<file path="src/rtl/drp_bridge_pkg.sv">
package drp_bridge_pkg;
  localparam int NUM_LANES = 4;
  localparam int NUM_TGT   = NUM_LANES + 2;
  localparam int SEL_W     = 3;
  localparam int CODE_W    = 4;

  typedef enum logic [1:0] {
    SEQ_IDLE  = 2'd0,
    SEQ_ISSUE = 2'd1,
    SEQ_WAIT  = 2'd2
  } seq_state_t;

  // Target field of a code: lanes first, then shared PLL, then clock manager.
  function automatic logic [SEL_W-1:0] code_target(input logic [CODE_W-1:0] code);
    return code[SEL_W-1:0];
  endfunction

  function automatic logic code_is_write(input logic [CODE_W-1:0] code);
    return code[CODE_W-1];
  endfunction

  function automatic logic code_is_valid(input logic [CODE_W-1:0] code);
    return code_target(code) < SEL_W'(NUM_TGT);
  endfunction
endpackage

</file>
<file path="src/rtl/drp_cmd_decode.sv">
module drp_cmd_decode
  import drp_bridge_pkg::*;
#(
  parameter int HAW = 12,
  parameter logic [HAW-1:0] OFFSET = 12'h0C8,
  parameter int AW = 12,
  parameter int DW = 16,
  parameter int CW = CODE_W + AW + DW
) (
  input  logic              host_wr,
  input  logic [HAW-1:0]    host_waddr,
  input  logic [CW-1:0]     host_wdata,
  output logic              cmd_hit,
  output logic              cmd_ok,
  output logic              cmd_wr,
  output logic [SEL_W-1:0]  cmd_sel,
  output logic [CODE_W-1:0] cmd_code,
  output logic [AW-1:0]     cmd_addr,
  output logic [DW-1:0]     cmd_data
);
  assign cmd_hit  = host_wr && (host_waddr == OFFSET);
  assign cmd_code = host_wdata[CW-1 -: CODE_W];
  assign cmd_addr = host_wdata[DW +: AW];
  assign cmd_data = host_wdata[DW-1:0];
  assign cmd_ok   = code_is_valid(cmd_code);
  assign cmd_wr   = code_is_write(cmd_code);
  assign cmd_sel  = code_target(cmd_code);
endmodule

</file>
<file path="src/rtl/drp_sequencer.sv">
module drp_sequencer
  import drp_bridge_pkg::*;
#(
  parameter int TIMEOUT = 256,
  parameter int TW = (TIMEOUT > 1) ? $clog2(TIMEOUT) : 1
) (
  input  logic clk,
  input  logic rst_n,
  input  logic start,
  input  logic rdy,
  output logic issue,
  output logic busy,
  output logic done_evt,
  output logic abandon_evt
);
  localparam logic [TW-1:0] LAST = TW'(TIMEOUT - 1);

  seq_state_t    state;
  logic [TW-1:0] wait_cnt;

  assign issue       = (state == SEQ_ISSUE);
  assign busy        = (state != SEQ_IDLE);
  assign done_evt    = (state == SEQ_WAIT) && rdy;
  assign abandon_evt = (state == SEQ_WAIT) && !rdy && (wait_cnt == LAST);

  always_ff @(posedge clk or negedge rst_n) begin
    if (!rst_n) begin
      state    <= SEQ_IDLE;
      wait_cnt <= '0;
    end else begin
      case (state)
        SEQ_IDLE:  if (start) state <= SEQ_ISSUE;
        SEQ_ISSUE: begin
          state    <= SEQ_WAIT;
          wait_cnt <= '0;
        end
        SEQ_WAIT: begin
          if (done_evt || abandon_evt) state <= SEQ_IDLE;
          else wait_cnt <= wait_cnt + 1'b1;
        end
        default:   state <= SEQ_IDLE;
      endcase
    end
  end
endmodule

</file>
<file path="src/rtl/drp_port_fanout.sv">
module drp_port_fanout #(
  parameter int NT = 6,
  parameter int AW = 12,
  parameter int DW = 16,
  parameter int SW = 3
) (
  input  logic          issue,
  input  logic          wr,
  input  logic [SW-1:0] sel,
  input  logic [AW-1:0] addr,
  input  logic [DW-1:0] data,
  input  logic [NT*DW-1:0] drp_do,
  input  logic [NT-1:0] drp_rdy,
  output logic [NT-1:0] drp_en,
  output logic [NT-1:0] drp_we,
  output logic [NT*AW-1:0] drp_addr,
  output logic [NT*DW-1:0] drp_di,
  output logic          rdy_sel,
  output logic [DW-1:0] do_sel
);
  for (genvar i = 0; i < NT; i++) begin : g_port
    assign drp_en[i]             = issue && (sel == SW'(i));
    assign drp_we[i]             = drp_en[i] && wr;
    assign drp_addr[i*AW +: AW]  = addr;
    assign drp_di[i*DW +: DW]    = data;
  end

  assign rdy_sel = drp_rdy[sel];
  assign do_sel  = drp_do[int'(sel)*DW +: DW];
endmodule

</file>
<file path="src/rtl/drp_cmd_bridge.sv">
module drp_cmd_bridge
  import drp_bridge_pkg::*;
#(
  parameter int AW = 12,
  parameter int DW = 16,
  parameter int HAW = 12,
  parameter logic [HAW-1:0] CMD_OFFSET = 12'h0C8,
  parameter int TIMEOUT = 256,
  localparam int CW = CODE_W + AW + DW,
  localparam int NT = NUM_TGT
) (
  input  logic             clk,
  input  logic             rst_n,
  input  logic             host_wr,
  input  logic [HAW-1:0]   host_waddr,
  input  logic [CW-1:0]    host_wdata,
  output logic [CW-1:0]    host_status,
  output logic             busy,
  output logic             err_flag,
  output logic             ovr_flag,
  output logic             tmo_flag,
  output logic [NT-1:0]    drp_en,
  output logic [NT-1:0]    drp_we,
  output logic [NT*AW-1:0] drp_addr,
  output logic [NT*DW-1:0] drp_di,
  input  logic [NT*DW-1:0] drp_do,
  input  logic [NT-1:0]    drp_rdy
);
  logic              cmd_hit, cmd_ok, cmd_wr;
  logic [SEL_W-1:0]  cmd_sel;
  logic [CODE_W-1:0] cmd_code;
  logic [AW-1:0]     cmd_addr;
  logic [DW-1:0]     cmd_data;

  logic              wr_q;
  logic [SEL_W-1:0]  sel_q;
  logic [CODE_W-1:0] code_q;
  logic [AW-1:0]     addr_q;
  logic [DW-1:0]     data_q;

  logic issue, rdy_sel, done_evt, abandon_evt;
  logic [DW-1:0] do_sel;

  // Named events, also observed by the bound checker.
  logic accept_evt, bad_evt, ovr_evt;
  assign accept_evt = cmd_hit && !busy && cmd_ok;
  assign bad_evt    = cmd_hit && !busy && !cmd_ok;
  assign ovr_evt    = cmd_hit && busy;

  drp_cmd_decode #(
    .HAW(HAW), .OFFSET(CMD_OFFSET), .AW(AW), .DW(DW), .CW(CW)
  ) u_dec (
    .host_wr(host_wr), .host_waddr(host_waddr), .host_wdata(host_wdata),
    .cmd_hit(cmd_hit), .cmd_ok(cmd_ok), .cmd_wr(cmd_wr), .cmd_sel(cmd_sel),
    .cmd_code(cmd_code), .cmd_addr(cmd_addr), .cmd_data(cmd_data)
  );

  drp_sequencer #(.TIMEOUT(TIMEOUT)) u_seq (
    .clk(clk), .rst_n(rst_n), .start(accept_evt), .rdy(rdy_sel),
    .issue(issue), .busy(busy), .done_evt(done_evt), .abandon_evt(abandon_evt)
  );

  drp_port_fanout #(.NT(NT), .AW(AW), .DW(DW), .SW(SEL_W)) u_fan (
    .issue(issue), .wr(wr_q), .sel(sel_q), .addr(addr_q), .data(data_q),
    .drp_do(drp_do), .drp_rdy(drp_rdy), .drp_en(drp_en), .drp_we(drp_we),
    .drp_addr(drp_addr), .drp_di(drp_di), .rdy_sel(rdy_sel), .do_sel(do_sel)
  );

  always_ff @(posedge clk or negedge rst_n) begin
    if (!rst_n) begin
      wr_q        <= 1'b0;
      sel_q       <= '0;
      code_q      <= '0;
      addr_q      <= '0;
      data_q      <= '0;
      host_status <= '0;
      err_flag    <= 1'b0;
      ovr_flag    <= 1'b0;
      tmo_flag    <= 1'b0;
    end else begin
      if (accept_evt) begin
        wr_q     <= cmd_wr;
        sel_q    <= cmd_sel;
        code_q   <= cmd_code;
        addr_q   <= cmd_addr;
        data_q   <= cmd_data;
        err_flag <= 1'b0;
        tmo_flag <= 1'b0;
      end
      if (bad_evt)     err_flag <= 1'b1;
      if (ovr_evt)     ovr_flag <= 1'b1;
      if (abandon_evt) tmo_flag <= 1'b1;
      if (done_evt && !wr_q) host_status <= {code_q, addr_q, do_sel};
    end
  end
endmodule

</file>
<file path="config.mk">
export PLATFORM = sky130hd
export DESIGN_NAME = drp_cmd_bridge
export DESIGN_NICKNAME = d
export VERILOG_FILES = /design/src/rtl/drp_bridge_pkg.sv /design/src/rtl/drp_cmd_decode.sv /design/src/rtl/drp_sequencer.sv /design/src/rtl/drp_port_fanout.sv /design/src/rtl/drp_cmd_bridge.sv
export SDC_FILE = /design/constraint.sdc
export NUM_CORES = 1
export LEC_CHECK = 0
export BUFFER_PORTS_ARGS = -buffer_cell sky130_fd_sc_hd__buf_2
export CAP_MARGIN = 20
export CORE_AREA = 2 2 143 145
export DETAILED_ROUTE_END_ITERATION = 12
export DIE_AREA = 0 0 145 147
export GPL_TIMING_DRIVEN = 0
export PLACE_DENSITY = 0.66
export RECOVER_POWER = 25
export SYNTH_ARGS = -nofsm -noshare
export SYNTH_HDL_FRONTEND = slang
export SYNTH_SLANG_ARGS = --single-unit
</file>
<file path="constraint.sdc">
create_clock -name clk -period 6.1 [get_ports clk]
set_clock_uncertainty 0.05 [all_clocks]
set_input_delay 0 -clock clk [delete_from_list [all_inputs] [get_ports clk]]
set_output_delay 0 -clock clk [all_outputs]
set_load 0.1 [all_outputs]
</file>
### Word-level counts from Yosys, hierarchy flattened

Cells that the tools add are included.

* shifts and indexed selects: 1
* equal/unequal tests: 12
* muxes and demuxes: 10
* reduce and logical (&&, ||, !) cells: 34
* add/sub/neg operators: 1
* $lt $le $gt $ge: 2

Operators by type and width (number)
* $shiftx A96 B8 Y16: 1
* $logic_and A1 B1 Y1: 21
* $pmux W8 S2: 1
* $eq A12 B8 Y1 const B: 1
* $add A8 B1 Y8 const B: 1
* $eq A8 B8 Y1 const B: 1
* $mux W8: 1
* $reduce_bool A2 Y1: 4
* $eq A3 B2 Y1 const B: 2
* $eq A3 B3 Y1 const B: 2
* $ne A2 B2 Y1 const B: 3
* $pmux W2 S3: 1
* $logic_not A1 Y1: 4
* $lt A3 B4 Y1 const B: 1
* $mux W1: 4
* $mux W2: 2
* $reduce_and A2 Y1: 2
* $bmux W1 S3: 1
* $eq A3 B1 Y1 const B: 1
* $logic_not A3 Y1: 1
* $lt A3 B3 Y1 const B: 1
* $eq A2 B1 Y1 const B: 1
* $eq A2 B2 Y1 const B: 1
* $logic_not A2 Y1: 1
* $logic_or A1 B1 Y1: 1

* register bits after elaboration: 81
* word-level logic and storage cells: 71
* output and inout port bits: 216
* input bits: 149

### Longest topological paths before layout

Gate-level depths: netlist of the first run.

* depth after elaboration: 8
* depth in mapped cells: 6
* mapped depth without buffers: 5

### Hierarchy

From an unflattened synthesis of the first run, not the netlist that was laid out.

* cells, all modules: 542
* area, all modules: 5920.7 µm²

By module, submodules not included
* drp_cmd_bridge: area each 2741.4 µm², cells each 155, seq. area each 1776.7 µm², times used 1
* drp_port_fanout: area each 2284.7 µm², cells each 289, seq. area each 0.0 µm², times used 1
* drp_sequencer: area each 578.1 µm², cells each 56, seq. area each 250.2 µm², times used 1
* drp_cmd_decode: area each 316.6 µm², cells each 42, seq. area each 0.0 µm², times used 1

### Least setup slack after synthesis of the first run

Ideal clock, no wire load.

* path type: flip-flop to output port
* start: register sel_q[0]
* end: output port drp_we[4]
* slack: 1987 ps
* required time: 6050 ps
* arrival time: 4063 ps
* stages on the path, launching flop included: 6
* path buffers: 3
* cell sequence: dfrtp_1 clkbuf_1 buf_2 clkbuf_1 nor3_1 and2_1

* word-level cells in the longest chain between the ends: 3

Ends and longest elaborated chain
* from (decl): line drp_cmd_bridge.sv:36 `logic [SEL_W-1:0] sel_q;`
* from (signal assigned): line drp_cmd_bridge.sv:83 `sel_q <= cmd_sel;`
* $eq A3 B3 Y1: line drp_port_fanout.sv:22 `assign drp_en[i] = issue && (sel == SW'(i));`
* $logic_and A1 B1 Y1: line drp_port_fanout.sv:22
* net drp_en[4]: line drp_cmd_bridge.sv:22 `output logic [NT-1:0] drp_en,`
* $logic_and A1 B1 Y1: line drp_port_fanout.sv:23 `assign drp_we[i] = drp_en[i] && wr;`
* to (decl): line drp_cmd_bridge.sv:23 `output logic [NT-1:0] drp_we,`

The timed path passes the listed nets, and every way through them passes these cells.

### Worst setup path after layout of the first run

* start: register sel_q[0]
* end: output port drp_en[3]

* word-level cells in the longest chain between the ends: 2

Ends and longest elaborated chain (line)
* $eq A3 B2 Y1: drp_port_fanout.sv:22
* $logic_and A1 B1 Y1: drp_port_fanout.sv:22
* to (decl): drp_cmd_bridge.sv:22

No other way between the ends.

==> results.txt, run 1 <==
Pin count of the biggest net entering global routing: 46
Share of cells above drive strength 1: 0.689
GP Congestion: 0.770
GRT Resource Usage Total: 0.147
I/O pin count: 365
MaxCap Viol Count: 1
Initial Utilization: 0.258
Slew headroom: -0.299
Sequential-to-total area share from yosys stat: 0.376
Least-Margin Pin Slew: 1950 ps
Post-DP HPWL: 12600 µm
Max clock buf depth: 2
Overall power: 1.46 mW
Initial DRC count: 165
Crit-path max FO: 10
CTS buffer count: 9
Pleak: 4.74 nW
Post-synthesis async set-or-reset flop share: 1.00
Yosys reg bits: 77
Root Buffer: clkbuf_16
Nets: 1013
Most used DFF post-synth: dfrtp_1
Hold Crit Class: in -> reg
Worst-skew pair later-pin latency: 340 ps
WL/cell: 13.8 µm
Max Freq: 0.378 GHz
Drt via density: 4.07
Cell variety after synth: 40
CTS tree: built
# setup viols final: 0
Synthesized cell area: 0.00512 mm²
CP Launch Type: flip-flop
Post-Route WL: 15800 µm
Clock Pin Slew Worst Setup and Hold Paths: 60 ps
# DRC: 0
Post-Route Setup TNS: 0 ps
Post-synth EDFFs: 0
DRT antenna net count: 0
RSZ-0062 raised after global routing: false
# H-tree levels: 3
Final Hold Vio Count: 0
Mean area per synthesized cell: 11.3 µm²
Synth Net Count: 603
Initial antenna violation count: 1
Wire length of the first global-routing pass: 24700 µm
Final Slew Violations: 33
Fin crit share: 0.433
Die Area: 0.0213 mm²
Failing checks: capacitance limit, slew limit
Core Area: 0.0198 mm²
Mapped Cells: 453
CTS resizes: 0
Hold WS: 50.2 ps
Worst path arrival time: 2590 ps
Worst IR Drop VDD: 0.119 mV
Endpoint type of the worst setup path: output port
Port Buf Inserts: 364
# clock sinks: 77
WS Path Type: reg -> out
Dpl cell area: 0.00731 mm²
Yosys warns: 0
Pwr dens: 183 mW/mm²
Vias in the first global route: 4594
Die X: 145 µm
Vias: 4637
Row cnt: 52
Status: complete, but fails checks
DR pass1 iterations: 6
Die height: 147 µm
Worst Path Required: 6050 ps
Layout area overhead: 56.0%
Gr ovfl total: 0
Post-route cell area: 0.00799 mm²
Tmin final: 2640 ps
==> final cells by class <==
class                   count  area, µm²
inverters                  22       82.6
multi-input cells         193       1950
diodes                      1       2.50
flip-flops and latches     77       1930
well taps                 270        338
repair buffers            399       2170
clock inverters             6        116
fillers                  1938      11900
clock buffers              10        239
plain buffers             161       1160
==> cells by family after synthesis <==
group,count (synthesis),synth area share
flip-flops,77,0.376
AND/OR/NAND/NOR,61,0.0640
AO/OA/AOI/OAI,30,0.0408
buffers and inverters,183,0.243
adder cells (fa/ha/maj),1,0.00244
multiplexers,101,0.273
==> metrics by stage <==
| stage | setup slack (ps) | std cells | util |
|---|---|---|---|
| 6_report | 3460 | 1139 | 0.403 |
| 5_1_grt | 3260 | 1139 | 0.403 |
| 4_1_cts | 3400 | 1138 | 0.403 |
| 3_5_place_dp | 3460 | 1088 | 0.368 |
| 3_3_place_gp | 3470 | 1087 | 0.367 |
| 2_1_floorplan | 1990 | 453 | - |
==> sequential cells by signal, summed over array words and instances (netlist names) <==
name,cells
u_seq.wait_cnt,8
ovr_flag,1
code_q,1
addr_q,12
host_status,32
wr_q,1
data_q,16
u_seq.state,2
err_flag,1
sel_q,2
tmo_flag,1
==> cell usage in the layout (no fill, tap or decap), types with 17 or more instances in the layout <==
cell and count:
buf_2 357, buf_4 140, dfrtp_1 77, dlygate4sd3_1 34, mux2_2 33, mux2_4 29
inv_1 22, clkbuf_1 22, mux2i_1 21, o22ai_1 17
==> path summary, 6_finish.rpt <==
path	endpoint	slack, ps	depth (start not counted)	start
worst min-delay path	host_status[12]	50	4	drp_do[92]
max in group asynchronous	data_q[12]	4180	2	rst_n
worst max-delay path	drp_en[3]	3460	6	sel_q[0]
worst min register to register	ovr_flag	440	1	ovr_flag
worst max register to register	host_status[5]	3510	6	sel_q[0]
min in group asynchronous	data_q[15]	690	2	rst_n
==> per-layer routing <==
layer  wire (µm)  part of all wire  up-vias  GRT usage
li1            -                 -     2248          -
met1        6380              0.40     2170      0.172
met2        7970              0.51      197      0.260
met3        1140             0.072       22     0.0425
met4         271             0.017        0     0.0436
met5           0                 0        -          0
==> critical path, stage by stage (launching register included) <==
cell and delay [ps]:
dfrtp_1 320, clkbuf_1 340, buf_2 400, clkbuf_1 460, nand2_1 130, nor3_1 140, buf_2 450
==> where the power goes <==
group,internal [mW],switching [mW],total (mW)
logic,0.0974,0.179,0.276
clock network,0.415,0.226,0.641
registers,0.528,0.0128,0.541
total,1.04,0.418,1.46
==> Yosys cell counts, drive strengths merged (2+ instances only) <==
master  number  area (µm²)
buf        154        1140
nand4        3        18.8
mux4        16         360
mux2        64         830
nor4b        2        17.5
inv         22        82.6
clkbuf       7        26.3
mux2i       21         210
nand2b       5        31.3
dfrtp       77        1930
nor2         9        33.8
o22a         2        17.5
and2         3        18.8
a21oi        3        15.0
o22ai       17         106
nand2       14        52.6
nor2b        6        37.5
nand3        3        15.0
nor3         9        50.1
a211oi       2        20.0
and3         2        12.5
==> repair_timing <==
action,in CTS,in global routing
buffers inserted,0,0
setup endpoints to repair,0,0
hold buffers,34,0
endpoints found under the hold margin,109,0
Note: power is estimated with default switching activity, not from simulation.
==> inputs of run 2 (changes only) <==
Clock period 6.1 ns to 2.61 ns, I/O delays scaled along.
==> results.txt, run 2 (synthesis results as in run 1) <==
Row cnt: 52 (unchanged)
Die Area: 0.0213 mm² (unchanged)
Post-Route Setup TNS: 0 ps (unchanged)
# DRC: 0 (unchanged)
Hold Crit Class: in -> reg (unchanged)
Largest reg by FF count: host_status (unchanged)
WL/cell: 14.1 µm (was 13.8 µm)
Overall power: 3.43 mW (was 1.46 mW)
Root Buffer: clkbuf_16 (unchanged)
Share of cells above drive strength 1: 0.696 (was 0.689)
Vias in the first global route: 4648 (was 4594)
MaxCap Viol Count: 1 (unchanged)
Core Area: 0.0198 mm² (unchanged)
Top flop regs: host_status (32), data_q (16), addr_q (12) (unchanged)
Worst path arrival time: 2640 ps (was 2590 ps)
Pin count of the biggest net entering global routing: 45 (was 46)
Die X: 145 µm (unchanged)
# clock sinks: 77 (unchanged)
Pleak: 4.77 nW (was 4.74 nW)
Die height: 147 µm (unchanged)
Slack of the critical path: 147 ps (was 3460 ps)
Max Freq: 0.406 GHz
FF-to-FF Start: code_q[2] (was sel_q[0])
Least-Margin Pin Slew: 1970 ps (was 1950 ps)
Worst Path Required: 2790 ps (was 6050 ps)
Status: complete, but fails checks (unchanged)
Slew headroom: -0.315 (was -0.299)
WS Path Type: in -> reg (was reg -> out)
I/O pin count: 365 (unchanged)
DRT antenna net count: 0 (unchanged)
Diode count: 0 (was 1)
Pre-CTS WS: 24.1 ps (was 3460 ps)
Post-DP HPWL: 12600 µm (about the same)
Vias: 4637 (unchanged)
Initial Utilization: 0.258 (unchanged)
RSZ-0062 raised after global routing: true (was false)
DR pass1 iterations: 4 (was 6)
Max clock buf depth: 2 (unchanged)
Worst-skew pair later-pin latency: 340 ps (about the same)
# setup viols final: 0 (unchanged)
Nets: 1016 (was 1013)
Final Hold Vio Count: 0 (unchanged)
Final Slew Violations: 34 (was 33)
Worst path most repeated cell: dlygate4sd3_1
CP Launch Type: input pin (was flip-flop)
Crit-path cells: dlygate4sd3_1 -> buf_2 -> nor2_1 -> dlygate4sd3_1 -> nand4_1 -> or2_2 -> o22a_1 -> dlygate4sd3_1 (was clkbuf_1 -> buf_2 -> clkbuf_1 -> nand2_1 -> nor3_1 -> buf_2)
Endpoint, Worst Hold: host_status[2] (was host_status[12])
R2r setup slk: 270 ps (was 3510 ps)
Hold WS: 44.8 ps (was 50.2 ps)
Tmin final: 2460 ps
Commonest non-fill, non-tap cell in the layout: buf_2 (unchanged)
Max reg flops: 32 (unchanged)
Clock Pin Slew Worst Setup and Hold Paths: 70 ps (was 60 ps)
Endpoint type of the worst setup path: flip-flop (was output port)
CP peak stage delay: 550 ps (was 460 ps)
Commonest cells after routing, fill and taps aside: 354 x buf_2, 141 x buf_4, 77 x dfrtp_1 (was 357 x buf_2, 140 x buf_4, 77 x dfrtp_1)
Gr ovfl total: 0 (unchanged)
HP Start: drp_do[66] (was drp_do[92])
Hold path cells: 4 (unchanged)
# H-tree levels: 3 (unchanged)
CTS buffer count: 9 (unchanged)
Fin crit share: 0.944
Worst IR Drop VDD: 0.294 mV (was 0.119 mV)
Pwr dens: 425 mW/mm² (was 183 mW/mm²)
Layout area overhead: 57.5% (was 56.0%)
Worst r2r path cells: 7 (was 6)
Initial antenna violation count: 1 (unchanged)
Drt via density: 4.06 (was 4.07)
Failing checks: capacitance limit, slew limit (unchanged)
Reg-to-Reg End: host_status[29] (was host_status[5])
Post-Route WL: 16100 µm (was 15800 µm)
CTS tree: built (unchanged)
Port Buf Inserts: 364 (unchanged)
GRT Resource Usage Total: 0.149 (was 0.147)
Slowest-stage cell, CP: dlygate4sd3_1 (was clkbuf_1)
Wire length of the first global-routing pass: 25000 µm (was 24700 µm)
GP Congestion: 0.779 (was 0.770)
Crit-path max FO: 5 (was 10)
Initial DRC count: 103 (was 165)
[run 2: cell types whose count changed in the layout (fill, tap and decap cells not counted), sizes merged]
cell / previous run / this run
clkbuf: 32 / 36
dlygate4sd3: 34 / 36
inv: 24 / 25
buf: 504 / 501
clkinv: 1 / 0
diode: 1 / 0
[run 2: repair_timing]
action | in CTS | in global routing
pin swaps | 0 | 1
cloned | 0 | 0
endpoints found under the hold margin | 110 | 0
hold buffers | 36 | 0
setup buffers | 0 | 1
resized for setup | 2 | 8
endpoints found under the setup margin | 6 | 59
[run 2: how the worst max path moves through the flow]
stage | startpoint | end | slack [ps]
after floorplan | sel_q[0] | drp_we[4] | -600
after detailed placement | code_q[2] | host_status[29] | 20
after global routing | host_waddr[4] | sel_q[0] | -9
final | host_waddr[4] | code_q[2] | 150
after CTS | sel_q[0] | drp_en[3] | 4
after global placement | code_q[2] | host_status[6] | 30
[run 2: power by group]
part           switching (mW)  internal (mW)  total [mW]
combinational           0.415          0.231       0.645
sequential             0.0310           1.23        1.27
clock                   0.545          0.972        1.52
[run 2: metal layers]
| layer | up-vias | track usage | wire (µm) |
|---|---|---|---|
| met5 | - | 0 | 12 |
| met4 | 2 | 0.0515 | 352 |
| met3 | 24 | 0.0410 | 1180 |
| met2 | 221 | 0.275 | 8460 |
| met1 | 2146 | 0.164 | 6120 |
| li1 | 2244 | - | - |
[run 2: final cells by class]
class	count	area (µm²)
Sequential cell	77	1930
Fill cell	1920	11800
Clock buffer	10	239
Multi-Input combinational cell	193	1990
Inverter	22	82.6
Timing Repair Buffer	402	2200
Buffer	161	1170
Clock inverter	6	116
Tap cell	270	338
[run 2: worst max-delay path, delay by kind of cell]
| family | cells | cell delay [ps] |
|---|---|---|
| buffers and inverters | 4 | 1760 |
| and+or+nand+nor | 3 | 690 |
| AOI/OAI and AO/OA | 1 | 200 |
[run 2: through the flow]
step,instances,area (µm²),utilization
final,1141,8070,0.406
after global placement,1087,7300,0.368
after floorplan,453,5140,-
after CTS,1140,8050,0.406
after global routing,1141,8070,0.406
after detailed placement,1088,7330,0.370
